`config.mk`:
```
export PLATFORM = sky130hd
export DESIGN_NAME = wdg_supervisor
export DESIGN_NICKNAME = d
export VERILOG_FILES = /design/src/rtl/wdg_pkg.sv /design/src/rtl/wdg_kick_sync.sv /design/src/rtl/wdg_esc_ctrl.sv /design/src/rtl/wdg_supervisor.sv
export SDC_FILE = /design/constraint.sdc
export NUM_CORES = 1
export LEC_CHECK = 0
export BUFFER_PORTS_ARGS = -buffer_cell sky130_fd_sc_hd__buf_4
export CAP_MARGIN = 10
export CORE_AREA = 5 5 64 66
export CTS_CLUSTER_DIAMETER = 40
export CTS_CLUSTER_SIZE = 12
export DETAILED_ROUTE_END_ITERATION = 10
export DIE_AREA = 0 0 69 71
export MAX_ROUTING_LAYER = met4
export PLACE_DENSITY_LB_ADDON = 0.2
export SYNTH_ARGS = -nofsm -noshare
export SYNTH_HDL_FRONTEND = slang
export SYNTH_SLANG_ARGS = --single-unit
```
`constraint.sdc`:
```
create_clock -name clk_i -period 2.5 [get_ports clk_i]
set_clock_uncertainty 0.05 [all_clocks]
set_input_delay 0.25 -clock clk_i [delete_from_list [all_inputs] [get_ports clk_i]]
set_output_delay 0.25 -clock clk_i [all_outputs]
set_load 0.03 [all_outputs]
```
`src/rtl/wdg_pkg.sv`:
```
package wdg_pkg;

    typedef enum logic [1:0] {
        WD_WATCH = 2'd0,
        WD_PULSE = 2'd1,
        WD_HOLD  = 2'd2
    } wd_state_e;

endpackage

```
`src/rtl/wdg_kick_sync.sv`:
```
module wdg_kick_sync #(
    parameter int SYNC_STAGES = 2
) (
    input  logic clk_i,
    input  logic kick_i,
    output logic kick_edge_o
);
    localparam int CHAIN = SYNC_STAGES + 1;

    logic [CHAIN-1:0] chain_d, chain_q;

    always_comb begin
        chain_d = {chain_q[CHAIN-2:0], kick_i};
    end

    always_ff @(posedge clk_i) begin
        chain_q <= chain_d;
    end

    assign kick_edge_o = chain_q[CHAIN-1] ^ chain_q[CHAIN-2];

endmodule

```
`src/rtl/wdg_esc_ctrl.sv`:
```
module wdg_esc_ctrl
    import wdg_pkg::*;
#(
    parameter int TIMEOUT_CYC = 160_000_000,
    parameter int PULSE_CYC   = 20_000_000,
    parameter int SHDN_CYC    = 100_000_000,
    parameter int ESC_COUNT   = 4
) (
    input  logic clk_i,
    input  logic rst_i,
    input  logic kick_edge_i,
    input  logic mode_i,
    output logic wd_rst_o,
    output logic shdn_o
);
    localparam int CNT_MAX = (TIMEOUT_CYC > SHDN_CYC) ?
                             ((TIMEOUT_CYC > PULSE_CYC) ? TIMEOUT_CYC : PULSE_CYC) :
                             ((SHDN_CYC > PULSE_CYC) ? SHDN_CYC : PULSE_CYC);
    localparam int CW = $clog2(CNT_MAX + 1);
    localparam int NW = $clog2(ESC_COUNT);

    localparam logic [CW-1:0] TMO_LAST   = CW'(TIMEOUT_CYC - 1);
    localparam logic [CW-1:0] PULSE_LAST = CW'(PULSE_CYC - 1);
    localparam logic [CW-1:0] SHDN_LAST  = CW'(SHDN_CYC - 1);
    localparam logic [NW-1:0] ESC_LAST   = NW'(ESC_COUNT - 1);

    typedef struct packed {
        wd_state_e     state;
        logic [CW-1:0] tmr;
        logic [NW-1:0] missed;
        logic          adv;
        logic          kick_pend;
        logic          rst_out;
        logic          shdn_out;
    } ctrl_s;

    localparam ctrl_s CTRL_RST = '{
        state:     WD_WATCH,
        tmr:       '0,
        missed:    '0,
        adv:       1'b0,
        kick_pend: 1'b0,
        rst_out:   1'b0,
        shdn_out:  1'b0
    };

    ctrl_s ctl_d, ctl_q;

    always_comb begin
        ctl_d = ctl_q;
        case (ctl_q.state)
            WD_WATCH: begin
                if (kick_edge_i) begin
                    ctl_d.tmr    = '0;
                    ctl_d.missed = '0;
                    ctl_d.adv    = mode_i;
                end else if (ctl_q.tmr == TMO_LAST) begin
                    ctl_d.tmr       = '0;
                    ctl_d.rst_out   = 1'b1;
                    ctl_d.kick_pend = 1'b0;
                    if (ctl_q.adv && (ctl_q.missed == ESC_LAST)) begin
                        ctl_d.state    = WD_HOLD;
                        ctl_d.shdn_out = 1'b1;
                    end else begin
                        ctl_d.state  = WD_PULSE;
                        ctl_d.missed = ctl_q.adv ? (ctl_q.missed + NW'(1)) : '0;
                    end
                end else begin
                    ctl_d.tmr = ctl_q.tmr + CW'(1);
                end
            end
            WD_PULSE: begin
                if (kick_edge_i) begin
                    ctl_d.kick_pend = 1'b1;
                end
                if (ctl_q.tmr == PULSE_LAST) begin
                    ctl_d.state     = WD_WATCH;
                    ctl_d.tmr       = '0;
                    ctl_d.rst_out   = 1'b0;
                    ctl_d.adv       = mode_i;
                    ctl_d.kick_pend = 1'b0;
                    if (ctl_q.kick_pend || kick_edge_i || !mode_i) begin
                        ctl_d.missed = '0;
                    end
                end else begin
                    ctl_d.tmr = ctl_q.tmr + CW'(1);
                end
            end
            WD_HOLD: begin
                if (ctl_q.tmr == PULSE_LAST) begin
                    ctl_d.rst_out = 1'b0;
                end
                if (ctl_q.tmr == SHDN_LAST) begin
                    ctl_d.state    = WD_WATCH;
                    ctl_d.tmr      = '0;
                    ctl_d.shdn_out = 1'b0;
                    ctl_d.rst_out  = 1'b0;
                    ctl_d.missed   = '0;
                    ctl_d.adv      = mode_i;
                end else begin
                    ctl_d.tmr = ctl_q.tmr + CW'(1);
                end
            end
            default: begin
                ctl_d = CTRL_RST;
            end
        endcase
    end

    always_ff @(posedge clk_i) begin
        if (rst_i) begin
            ctl_q <= CTRL_RST;
        end else begin
            ctl_q <= ctl_d;
        end
    end

    assign wd_rst_o = ctl_q.rst_out;
    assign shdn_o   = ctl_q.shdn_out;

endmodule

```
`src/rtl/wdg_supervisor.sv`:
```
module wdg_supervisor #(
    parameter int TIMEOUT_CYC = 160_000_000,
    parameter int PULSE_CYC   = 20_000_000,
    parameter int SHDN_CYC    = 100_000_000,
    parameter int ESC_COUNT   = 4,
    parameter int SYNC_STAGES = 2
) (
    input  logic clk_i,
    input  logic rst_i,
    input  logic kick_i,
    input  logic mode_i,
    output logic wd_rst_o,
    output logic shdn_o
);
    logic kick_edge;

    wdg_kick_sync #(
        .SYNC_STAGES(SYNC_STAGES)
    ) u_sync (
        .clk_i      (clk_i),
        .kick_i     (kick_i),
        .kick_edge_o(kick_edge)
    );

    wdg_esc_ctrl #(
        .TIMEOUT_CYC(TIMEOUT_CYC),
        .PULSE_CYC  (PULSE_CYC),
        .SHDN_CYC   (SHDN_CYC),
        .ESC_COUNT  (ESC_COUNT)
    ) u_ctrl (
        .clk_i      (clk_i),
        .rst_i      (rst_i),
        .kick_edge_i(kick_edge),
        .mode_i     (mode_i),
        .wd_rst_o   (wd_rst_o),
        .shdn_o     (shdn_o)
    );

endmodule

```
# Word level (Yosys, flattened, before mapping)
# Index checks and enable logic that the tools add are counted.
# classes
n_mux	26
eq_ne	17
bitwise	3
add_sub_neg	2
n_reduce_logical	11
# op_table
cell	count
$pmux 33 s3	1
$mux 28	3
$mux 30	1
$add 28x1->28 const B	1
$eq 28x25->1 const B	1
$eq 28x27->1 const B	1
$eq 28x28->1 const B	1
$mux 2	10
$ne 2x1->1 const B	6
$reduce_and 4->1	3
$reduce_and 5->1	2
$mux 3	3
$ne 3x1->1 const B	3
$pmux 1 s3	3
$mux 5	1
$eq 2x2->1 const B	2
$mux 1	4
$ne 3x2->1 const B	1
$reduce_and 3->1	1
$add 2x1->2 const B	1
$eq 2x1->1 const B	1
$logic_not 2->1	1
$logic_or 1x1->1	2
$ne 2x2->1 const B	1
4 further kinds	5
# totals
output_inout_bits	2
inputBits	4
ff_bits	39
word_cells	67

# Depth between registers and ports, before layout
# Gate-level depths: netlist (run 1).
# depth
ltp_word	6
ltp_mapped	7
depth_no_buf	6

# Cells and area by module
# A second synthesis (run 1) with hierarchy kept.
# hier_totals
cells_unflattened	216
area_unflattened_um2	1946.9
# modules_own_cells
module	area_per_inst_um2	n_inst	cells_each
wdg_esc_ctrl	1878.1	1	212
wdg_kick_sync	68.8	1	4

# Worst setup path after synthesis (run 1)
# Ideal clock, no wire load.
# synth_path
kind	flip-flop to flip-flop
from	register u_ctrl.ctl_q[18] in the netlist's numbering
to	register u_ctrl.ctl_q[4] in the netlist's numbering
synth_period_minus_slack_ns	2.228
setup_ns	0.123
arrival_ns	2.054
required_ns	2.327
path_slack_ns	0.272
stages_incl_launch_ff	6
path_cell_list	dfxtp_1 -> or4b_4 -> nor4_4 -> a211oi_2 -> nor4_2 -> mux2_1
# synth_via
elab_chain_cells	3
word_cells_on_any_way	7
# synth_lines
item	line	source
from (decl)	wdg_esc_ctrl.sv:47	ctrl_s ctl_d, ctl_q;
from (signal assigned)	wdg_esc_ctrl.sv:114	ctl_q <= ctl_d;
$eq 28x28->1 (tied with other cells)	wdg_esc_ctrl.sv:57	end else if (ctl_q.tmr == TMO_LAST) begin
$ne 3x1->1 (no source line) / $ne 2x1->1 (equally long branches)	--	
$reduce_and 5->1 (no source line) (*)	--	
# Mark *: on every way between the ends. The rest lies on a longest branch, timed or not.
# A chain may end at the register's enable or synchronous reset.

# Worst setup path in the final report (run 1)
# Ends and elaborated chain as after synthesis.

==> flow_results.org, run 1 <==
** Power
- VDD sags by at most 0.3702 mV.
- Summed over all cells, the static leakage comes to 0.6931 nW.
- Power spread over the standard cell area amounts to 505.0 mW/mm2.

** Placement
- After detailed placement, the design holds a cell count of 275.
- In this run the tool buffered the top-level ports with 5 buffer cells.
- Gp weighted congestion :: 0.9329
- Half-perimeter wire length after detailed placement :: 2640 um

** Global route
- The number of global-route vias before repair came to 1514.
- The initial antenna violation count came to 0.
- Across every metal layer, demand over resource in global routing totals 0.1684.
- After global routing the overflow that remains totals 0.
- Global-route wire length before repair :: 6644 um
- Maximum number of pins on one net before global-route repair :: 29

** Synth
- Fraction of synthesized area in multiplexers :: 0.01562
- In the synthesized netlist the dominant register cell turns out to be sky130_fd_sc_hd__dfxtp_1.
- The number of different library cells used by synthesis comes to 45.
- Number of instances in the synthesized netlist :: 223
- The area fraction in compound gates after synthesis was 0.06683.
- Synthesis inferred 39 register bits.
- Sequential share of the synthesized area :: 0.3898
- Main combinational cell family by area after synthesis :: simple AND/OR/NAND/NOR gates
- Number of synthesis warnings :: 0
- Library cell occupying the most area in the post-synthesis netlist :: sky130_fd_sc_hd__dfxtp_1
- In the synthesized netlist the async set-or-reset flop fraction comes to 0.
- Post-synth design cell area :: 0.002003 mm2
- The number of nets in the synthesized netlist is 229.
- Of the total synthesized cell area, the portion taken by XOR and XNOR cells is 0.1137.
- Post-Synth Simple-Gate Area :: 0.3529
- The share of synthesized area in the top cell type comes to 0.3898.
- After synthesis, the cell types taking the most area are sky130_fd_sc_hd__dfxtp_1, sky130_fd_sc_hd__xnor2_1, sky130_fd_sc_hd__nor2_1, sky130_fd_sc_hd__nor4_4, sky130_fd_sc_hd__nor3_1.
- Yosys mapped a number of flops with a built-in enable equal to 0.
- Arithmetic-cell share of the synthesized area counting full adders, half adders and majority gates :: 0.01249
- In this run the mean area of a mapped cell was 8.983 um2.

** STA
- Maximum clock frequency :: 426.2 MHz
- Finish-stage setup viols :: 0
- Slew Limit Headroom :: 0.7023
- Final count of pins violating max slew :: 0
- Number of hold violations in the final report :: 0
- Total negative slack :: 0 ns
- Subtracting the final worst setup slack from the clock period gives 2.346 ns.
- For the pin with the worst max-slew slack, the measured transition is 0.4458 ns.
- RSZ-0062 raised after global routing :: no
- Final clock period utilization by the worst path :: 0.9385

** Floorplan
- The die covers 0.004899 mm2.
- Starting density of the core :: 0.5685
- Top-level port count :: 6
- Floorplan die height :: 71 um
- Horiz. Die Dim :: 69 um
- Site row count :: 22
- Area of the core :: 0.003523 mm2

** Clock network
- In this run, CTS created clock tree buffers numbering 5.
- Number of H-tree levels :: 2
- Clock edge transition at the registers on the reported setup and hold paths :: 0.12 ns
- The later pin in the worst-skew pair is clocked with a latency of 0.34 ns.
- The root buffer cell chosen for the clock tree is sky130_fd_sc_hd__clkbuf_4.
- Count of cells resized by post-cts repair :: 0
- Counting along the longest clock path gives a buffer depth of 2.
- Number of clock sinks seen by CTS :: 39
- TritonCTS clock tree :: built

** Layout
- In the final design database the tool counted 243 nets.
- Fraction of layout cells with a size suffix above 1 :: 0.1807
- The number of antenna diodes in the final layout is 0.
- Leaving out fill and tap cells, the most frequent cells in the layout are sky130_fd_sc_hd__dfxtp_1, sky130_fd_sc_hd__nor2_1, sky130_fd_sc_hd__xnor2_1.
- Synthesis-to-layout area growth :: 9.869%
- The finished layout holds 286 standard cells, fillers aside.
- The library cell used most frequently in the layout, excluding fill and tap cells, is sky130_fd_sc_hd__dfxtp_1.

** Detailed routing
- Final routed DRC violation total :: 0
- The final layout contains routed wiring with a total length of 3711 um.
- Before antenna repair, the detailed router went through 4 iterations.
- Detailed routing inserted a total of 1559 vias.
- Wire per inst :: 12.98 um
- Vias per std cell :: 5.451
- Number of DRC markers after the initial detailed-route iteration :: 142
- Routed Antenna Nets :: 0

** Critical path
- For the worst setup path, the data arrival time is 2.54 ns.
- The worst setup path is of the flop to flop kind.
- Required time at the worst-slack endpoint :: 2.69 ns
- Crit path max fanout :: 4
- Number of cell instances on the worst register-to-register path :: 5
- Startpoint kind of the worst setup timing path :: flop
- Type of destination of the critical path :: flop

** Status
- Outcome :: finished, final reports clean

** Min path
- The worst hold path belongs to the class input port to flop.
- The worst hold path was traced through 2 stages.

** Flow run
- Max-cap violations in this run came to 0.
## layer usage
| metal | track usage | share of wire | vias to the layer above |
|---|---|---|---|
| li1 | - | - | 800 |
| met1 | 0.2014 | 0.48 | 734 |
| met4 | 0.03905 | 0.010 | 0 |
| met3 | 0.04688 | 0.035 | 6 |
| met5 | - | 0 | - |
| met2 | 0.2818 | 0.47 | 19 |
## cells in the mapped netlist, types with 2 or more instances
library cell,n
sky130_fd_sc_hd__nor4_1,3
sky130_fd_sc_hd__nand2_1,18
sky130_fd_sc_hd__inv_1,11
sky130_fd_sc_hd__dfxtp_1,39
sky130_fd_sc_hd__or3_1,3
sky130_fd_sc_hd__and4_1,3
sky130_fd_sc_hd__a21oi_1,6
sky130_fd_sc_hd__nor2_2,10
sky130_fd_sc_hd__ha_1,2
sky130_fd_sc_hd__a211oi_1,2
sky130_fd_sc_hd__o21ai_0,3
sky130_fd_sc_hd__nand3_1,14
sky130_fd_sc_hd__buf_6,3
sky130_fd_sc_hd__xor2_1,6
sky130_fd_sc_hd__xnor2_1,20
sky130_fd_sc_hd__nor4_4,4
sky130_fd_sc_hd__nand3b_1,4
sky130_fd_sc_hd__nor3_1,15
sky130_fd_sc_hd__mux2i_1,2
sky130_fd_sc_hd__nand4_1,3
sky130_fd_sc_hd__nor2_1,28
## stage by stage
stage | hold WS, ns | worst slack [ns] | cell area, um2 | utilization | total power, mW
2_1_floorplan | 0.2277 | 0.2723 | 2003 | - | 0.6823
3_3_place_gp | 0.2595 | 0.1496 | 2095 | 0.5945 | 0.6970
3_5_place_dp | 0.2678 | 0.07071 | 2095 | 0.5945 | 0.6979
4_1_cts | 0.05306 | 0.04546 | 2186 | 0.6204 | 1.123
5_1_grt | 0.04976 | 0.05984 | 2201 | 0.6246 | 1.162
6_report | 0.06632 | 0.1538 | 2201 | 0.6246 | 1.111
## where the power goes
part / switching, mW / internal [mW] / total [mW] / leakage (nW)
sequential: 0.00354 / 0.628 / 0.632 / 0.316
combinational: 0.0327 / 0.0224 / 0.0551 / 0.332
clock: 0.214 / 0.210 / 0.425 / 0.0452
## repair_timing
action / 4_1_cts / 5_1_grt
endpoints found under the hold margin: 1 / 0
hold buffers: 1 / 0
setup buffers: 0 / 2
endpoints found under the setup margin: 0 / 3
## worst paths after layout
kind	slack [ns]	end	startpoint
worst max register to register	0.15	u_ctrl.ctl_q[4]	u_ctrl.ctl_q[18]
worst min-delay path	0.07	u_ctrl.shdn_o	rst_i
worst min register to register	0.29	u_sync.chain_q[1]	u_sync.chain_q[0]
worst max-delay path	0.15	u_ctrl.ctl_q[4]	u_ctrl.ctl_q[18]
## kinds of logic after synthesis
kind of cell             count (synthesis)
AND/OR/NAND/NOR                        119
flip-flops                              39
XOR/XNOR                                26
AO/OA/AOI/OAI                           17
buffers and inverters                   17
multiplexers                             3
adder cells (fa/ha/maj)                  2
## state kept, by name (all words and copies together) (netlist names)
register / flops
u_ctrl.ctl_q: 34
u_ctrl.shdn_o: 1
u_ctrl.wd_rst_o: 1
u_sync.chain_q: 3
## critical path, cell delays in order (launching register included)
cell and delay, ns:
sky130_fd_sc_hd__dfxtp_1 0.36, sky130_fd_sc_hd__or4b_4 0.59, sky130_fd_sc_hd__nor4_4 0.37, sky130_fd_sc_hd__a21oi_1 0.20, sky130_fd_sc_hd__nor4_2 0.34, sky130_fd_sc_hd__mux2_1 0.35
## final cells by class
| class | count | area [um2] |
|---|---|---|
| Inverter | 11 | 41.29 |
| Clock buffer | 5 | 37.54 |
| Timing Repair Buffer | 13 | 112.6 |
| Clock inverter | 3 | 43.79 |
| Tap cell | 48 | 60.06 |
| Fill cell | 336 | 1323 |
| Multi-Input combinational cell | 167 | 1125 |
| Sequential cell | 39 | 780.7 |
Note: power is estimated with default switching activity, not from simulation.
==> run 2, diff against run 1 <==
--- a/config.mk
+++ b/config.mk
@@ -13,7 +13,7 @@
 export DETAILED_ROUTE_END_ITERATION = 10
 export DIE_AREA = 0 0 69 71
 export MAX_ROUTING_LAYER = met4
-export PLACE_DENSITY_LB_ADDON = 0.2
+export PLACE_DENSITY = 0.76
 export SYNTH_ARGS = -nofsm -noshare
 export SYNTH_HDL_FRONTEND = slang
 export SYNTH_SLANG_ARGS = --single-unit
==> run 2 against run 1 <==
Net effect:
- setup slack got worse by 0.011 ns
- register-to-register slack hardly changed
- total power down 8.2%
- combinational power shrank 5.6%
- cell count is the same
- via count grew 1.7%
- critical path depth unchanged
- global-route usage shrank 0.67 points
- design area decreased by 1.1%
- sequential power about the same
- hold slack got worse by 0.017 ns
- sequential cell count unchanged
==> flow_results.org, run 2 (synthesis gave the netlist of run 1 again) <==
** Layout
- Highest-count cells in the layout ignoring fill and taps :: sky130_fd_sc_hd__dfxtp_1, sky130_fd_sc_hd__nor2_1, sky130_fd_sc_hd__xnor2_1
- Most common cell after layout, fill and taps aside :: sky130_fd_sc_hd__dfxtp_1
- Antenna fix cells :: 0
- Largest registers ranked by flip-flop count :: u_ctrl.ctl_q: 34 flops, u_sync.chain_q: 3 flops
- In the final layout, the share of cells above drive strength 1 is 0.1849.
- From synthesis to final layout, the design area changed by 8.620%.
- Number of flip-flops in the largest register :: 34
- Most flop-heavy register :: u_ctrl.ctl_q
- After the last flow step, the layout net total stands at 243.

** Status
- The flow ran to the end, and the final reports show no timing, DRC or antenna violations.

** Placement
- Number of port buffers :: 5
- Gp weighted congestion :: 0.9495
- Detailed placement finished with a half-perimeter wire length of 2744 um.

** Flow run
- Number of max-cap violations :: 0

** Global route
- Maximum number of pins on one net before global-route repair :: 18
- Grt ovf :: 0
- Vias in the first global route :: 1497
- Global-route wire length before repair :: 6417 um
- For this run, the total global-route usage over all layers was measured as 0.1617.
- The initial antenna violation count came to 0.

** STA
- Worst-margin pin slew :: 0.4473 ns
- Of the available clock period, the critical path in the final layout requires 0.9428.
- In this run the tightest slew margin relative to its limit is 0.7013.
- Final count of pins violating max slew :: 0
- The number of hold violations in the final report came to 0.
- Maximum clock frequency :: 424.3 MHz
- Fin crit period :: 2.357 ns
- RSZ-0062 raised after global routing :: no
- Finish-stage setup viols :: 0
- Total negative slack :: 0 ns

** Floorplan
- Floorplan die height :: 71 um
- The initial utilization of the core area, before any placement, comes to 0.5685.
- Die Outline Area :: 0.004899 mm2
- Horiz. Die Dim :: 69 um
- Site row count :: 22
- Top-level port count :: 6
- The core region is 0.003523 mm2.

** Detailed routing
- Number of DRC markers after the initial detailed-route iteration :: 114
- Routed Antenna Nets :: 0
- In the routed design, unresolved DRC markers number 0.
- For this block, the routed nets add up to 3637 um of wire.
- Using the TritonRoute via totals, the vias-per-cell ratio works out to 5.542.
- For this block, the via count after detailed routing is 1585.
- Wire per inst :: 12.72 um
- The first detailed-routing pass took 4 iterations.

** Clock network
- Clock-pin slew was measured on the worst setup and hold paths at 0.13 ns.
- Insertion delay of the later-clocked pin in the worst-skew pair :: 0.36 ns
- Buffers inserted during clock tree synthesis total 5.
- The clock passes through at most 2 buffers.
- The tree is rooted in a sky130_fd_sc_hd__clkbuf_4.
- TritonCTS built the clock tree.
- Number of clock sinks seen by CTS :: 39
- The H-tree was split into 2 levels.

** Power
- Switching share of power :: 0.2537
- For this design the ratio of total power to cell area is 469.0 mW/mm2.
- Summed over all cells, the static leakage comes to 0.6728 nW.
- Total Power :: 1.020 mW
- Reg power frac :: 0.620
- Clk pwr share :: 0.329
- The internal portion of the total power is 0.7616 mW.
- In this run the power spent charging and discharging nets is 0.2588 mW.
- Fraction of power consumed by combinational cells :: 0.051
- The worst-case IR drop observed on VDD is 0.3846 mV.

** Critical path
- Type of destination of the critical path :: flop
- The worst register-to-register path has a setup slack of 0.14 ns.
- For the worst setup path, the data arrival time is 2.57 ns.
- The setup path with the least slack is of type flop to flop.
- Startpoint kind of the worst setup timing path :: flop
- In this run the worst path has a maximum fanout of 5.
- Data on the critical path is required at its endpoint by 2.71 ns.

** Min path
- Classification of the worst-slack hold path :: input port to flop
## run 2: critical path, stage by stage (launching register included)
cell and delay [ns]:
sky130_fd_sc_hd__dfxtp_1 0.37, sky130_fd_sc_hd__or4_4 0.58, sky130_fd_sc_hd__nor4_4 0.37, sky130_fd_sc_hd__a21oi_1 0.19
sky130_fd_sc_hd__nor4_2 0.34, sky130_fd_sc_hd__mux2_1 0.35
## run 2: through the flow
step	cells	area (um2)	util	setup WS, ns	hold WS (ns)
floorplan	223	2003	-	0.2723	0.2277
global placement	276	2090	0.5930	0.1925	0.2607
detailed placement	276	2090	0.5930	0.1480	0.2671
CTS	285	2162	0.6136	0.1238	0.04347
global route	286	2176	0.6175	0.004778	0.05151
finish	286	2176	0.6175	0.1430	0.04939
## run 2: path summary, 6_finish.rpt
path	start	cells after the start	endpoint
hold reg to reg	u_sync.chain_q[0]	0	u_sync.chain_q[1]
hold / removal	rst_i	2	u_ctrl.ctl_q[34]
setup reg to reg	u_ctrl.ctl_q[21]	5	u_ctrl.ctl_q[4]
setup / recovery	u_ctrl.ctl_q[21]	5	u_ctrl.ctl_q[4]
## run 2: cell type report
cell class,count,area (um2)
Multi-Input combinational cell,167,1131
Inverter,11,41.29
Timing Repair Buffer,13,100.1
Tap cell,48,60.06
Clock buffer,5,37.54
Fill cell,319,1348
Clock inverter,3,25.02
Sequential cell,39,780.7
## run 2: power groups by stage
stage	logic, mW	registers (mW)	clock network, mW
2_1_floorplan	0.0372	0.645	0
3_3_place_gp	0.0484	0.646	0
3_5_place_dp	0.0484	0.646	0
4_1_cts	0.0498	0.632	0.350
5_1_grt	0.0573	0.634	0.379
6_report	0.0520	0.632	0.336
## run 2: layer usage
layer	share of wire	up-vias	global-route usage
li1	-	804	-
met1	0.47	750	0.1958
met2	0.48	24	0.2606
met3	0.033	7	0.03977
met4	0.017	0	0.06074
met5	0	-	-
## run 2: what timing repair did
action | CTS | global route
endpoints found under the hold margin | 1 | 0
buffers inserted | 0 | 1
setup endpoints to repair | 0 | 2
hold buffers | 1 | 0
gates resized for setup | 0 | 1
==> run 3, diff against run 2 <==
--- a/config.mk
+++ b/config.mk
@@ -7,11 +7,12 @@
 export LEC_CHECK = 0
 export BUFFER_PORTS_ARGS = -buffer_cell sky130_fd_sc_hd__buf_4
 export CAP_MARGIN = 10
-export CORE_AREA = 5 5 64 66
+export CORE_AREA = 5 5 50 84
+export CTS_BUF_LIST = sky130_fd_sc_hd__clkbuf_8 sky130_fd_sc_hd__clkbuf_16
 export CTS_CLUSTER_DIAMETER = 40
 export CTS_CLUSTER_SIZE = 12
 export DETAILED_ROUTE_END_ITERATION = 10
-export DIE_AREA = 0 0 69 71
+export DIE_AREA = 0 0 55 89
 export MAX_ROUTING_LAYER = met4
 export PLACE_DENSITY = 0.76
 export SYNTH_ARGS = -nofsm -noshare
==> run 3 against run 2 <==
Net effect:
- die area is essentially flat
- via count up 1.1%
- cell count decreased by 1.4%
- critical path type unchanged
- critical endpoint unchanged
- sequential power hardly changed
==> flow_results.org, run 3 (synthesis gave the netlist of run 1 again) <==
** Status
- The flow ran to the end, and the final reports show no timing, DRC or antenna violations.

** Layout
- In the layout the commonest cells are sky130_fd_sc_hd__dfxtp_1, sky130_fd_sc_hd__nor2_1, sky130_fd_sc_hd__xnor2_1.
- Largest registers ranked by flip-flop count :: u_ctrl.ctl_q: 34 flops, u_sync.chain_q: 3 flops
- Relative to the synthesized area, the layout overhead comes to 9.994%.
- Multi-input gate area in the final layout :: 0.001125 mm2
- The layout has 300 filler cells.
- The register with the most flip-flops in the final layout is u_ctrl.ctl_q.
- Total number of nets in the final design :: 243
- Number of flip-flops in the largest register :: 34
- Core occupancy in the finished layout :: 0.6484
- The library cell used most frequently in the layout, excluding fill and tap cells, is sky130_fd_sc_hd__dfxtp_1.
- Fraction of layout cells with a size suffix above 1 :: 0.1772
- Antenna fix cells :: 0
- In the final layout, flip-flops and latches occupy 780.7 um2.

** Power
- Fraction of power consumed by combinational cells :: 0.047
- Reg power frac :: 0.575
- Cell internal power was estimated by the tool at 0.8645 mW.
- Of the total power, the share spent switching nets is 0.2130.
- For this design the static power due to leakage is 0.6956 nW.
- Net switching component of the power :: 0.2340 mW
- VDD sags by at most 0.4689 mV.
- Dividing total power by cell area gives a power density of 498.6 mW/mm2.
- Of the total power, the clock network draws 0.378.

** STA
- RSZ-0062 raised after global routing :: no
- In the post-route analysis, the smallest setup slack over all paths is 0.1377 ns.
- Final count of pins violating max slew :: 0
- The worst path needs 2.362 ns of the cycle, external delays included.
- Slew Limit Headroom :: 0.7229
- Total negative slack :: 0 ns
- Maximum clock frequency :: 423.3 MHz
- Setup violations remaining at the end of the flow were counted as 0.
- Final clock period utilization by the worst path :: 0.9449
- Number of hold violations in the final report :: 0
- At the pin with the least slew margin, the transition time is 0.4119 ns.

** Detailed routing
- For this block, the via count after detailed routing is 1603.
- Routed Antenna Nets :: 0
- Final routed DRC violation total :: 0
- Summed over all layers, the routed wires come to 3927 um.
- Number of DRC markers after the initial detailed-route iteration :: 46
- The first detailed-routing pass took 4 iterations.
- Using the TritonRoute via totals, the vias-per-cell ratio works out to 5.684.
- Dividing the detail-routed wire length by the instance count gives 13.93 um.

** Floorplan
- From left edge to right edge, the die measures 55 um.
- Top-level port count :: 6
- The floorplan step set the die height to 89 um.
- Area of the core :: 0.003398 mm2
- The initial utilization of the core area, before any placement, comes to 0.5895.
- In this run the core area contains 28 standard-cell rows.
- Die Outline Area :: 0.004895 mm2

** Clock network
- Number of clock sinks seen by CTS :: 39
- TritonCTS built the clock tree.
- Clock edge transition at the registers on the reported setup and hold paths :: 0.07 ns
- Clock tree root driver cell :: sky130_fd_sc_hd__clkbuf_8
- Cts bufs inserted :: 5
- Buffer levels on the longest clock path :: 2
- Insertion delay of the later-clocked pin in the worst-skew pair :: 0.28 ns
- In this run the number of H-tree levels came out at 2.
- Post-CTS timing repair inserted 0 buffers for setup.
- Count of cells resized by post-cts repair :: 0

** Global route
- Number of antenna violations at the first check in global routing :: 0
- Global-route wire length before repair :: 7113 um
- The number of global-route vias before repair is 1615.
- Global routing finished with a remaining overflow of 0.
- Entering global routing, the biggest net connects 29 pins.
- Gr usage total :: 0.2034

** Critical path
- The worst register-to-register path has a depth of 5.
- Family of cells with the greatest summed delay on the critical path :: simple AND/OR/NAND/NOR gates
- The worst setup path is captured at a flop.
- In this design, the stage delay of the slowest critical-path cell is 0.53 ns.
- Worst path arrival time :: 2.49 ns
- The critical path goes through or4b_4, nor4_4, a211oi_2, nor4_2, mux2_1.
- Required time at the worst-slack endpoint :: 2.63 ns
- WP depth :: 5
- The worst setup path is of the flop to flop kind.
- The worst register-to-register path has a setup slack of 0.14 ns.
- Total buffers and inverters traversed by the critical path :: 0
- Worst-path cell with the longest stage delay :: sky130_fd_sc_hd__or4b_4
- In this run the worst path has a maximum fanout of 4.
- STA classifies the critical path startpoint as a flop.

** Min path
- The worst hold path belongs to the class input port to flop.
- The worst hold path passes through 2 cells.

** Flow run
- Number of max-cap violations :: 0

** Placement
- Detailed placement ended at an HPWL of 2998 um.
- The congestion estimate from routability-driven global placement came to 0.9337.
- The count of buffers added on input and output ports is 5.
- Worst slack, placed :: 0.1497 ns
==> run 3: path summary, 6_finish.rpt <==
kind | startpoint | to
worst min register to register | u_sync.chain_q[0] | u_sync.chain_q[1]
worst max register to register | u_ctrl.ctl_q[22] | u_ctrl.ctl_q[4]
worst min-delay path | rst_i | u_ctrl.shdn_o
worst max-delay path | u_ctrl.ctl_q[22] | u_ctrl.ctl_q[4]
==> run 3: power by group through the flow <==
stage	Clock [mW]	Combinational, mW	Sequential, mW
floorplan	0	0.0372	0.645
global placement	0	0.0511	0.646
finish	0.415	0.0517	0.632
CTS	0.428	0.0509	0.632
detailed placement	0	0.0509	0.646
global route	0.461	0.0587	0.632
==> run 3: repair_timing <==
item / in CTS / in global routing
endpoints found under the setup margin: 0 / 0
hold buffers: 0 / 1
endpoints found under the hold margin: 0 / 1
==> run 3: layer usage <==
metal | share of wire | global-route usage
met4 | 0.040 | 0.09735
met5 | 0 | -
met1 | 0.37 | 0.2112
met3 | 0.038 | 0.04174
met2 | 0.55 | 0.3513
==> run 3: cell type report <==
cell class | instances | area share
sequential | 39 | 0.3543
inverter | 11 | 0.01874
clock buffer | 6 | 0.03748
tap | 45 | 0.02555
clock inverter | 1 | 0.002271
multi-input combinational | 167 | 0.5105
timing repair buffer | 13 | 0.05111
==> run 3: metrics by stage <==
| step | cells | total power [mW] | instance area, um2 | hold slack, ns |
|---|---|---|---|---|
| 3_3_place_gp | 274 | 0.6966 | 2106 | 0.2602 |
| 3_5_place_dp | 274 | 0.6969 | 2106 | 0.2644 |
| 2_1_floorplan | 223 | 0.6823 | 2003 | 0.2277 |
| 6_report | 282 | 1.099 | 2203 | 0.1297 |
| 5_1_grt | 282 | 1.152 | 2203 | 0.1359 |
| 4_1_cts | 281 | 1.110 | 2193 | 0.008410 |
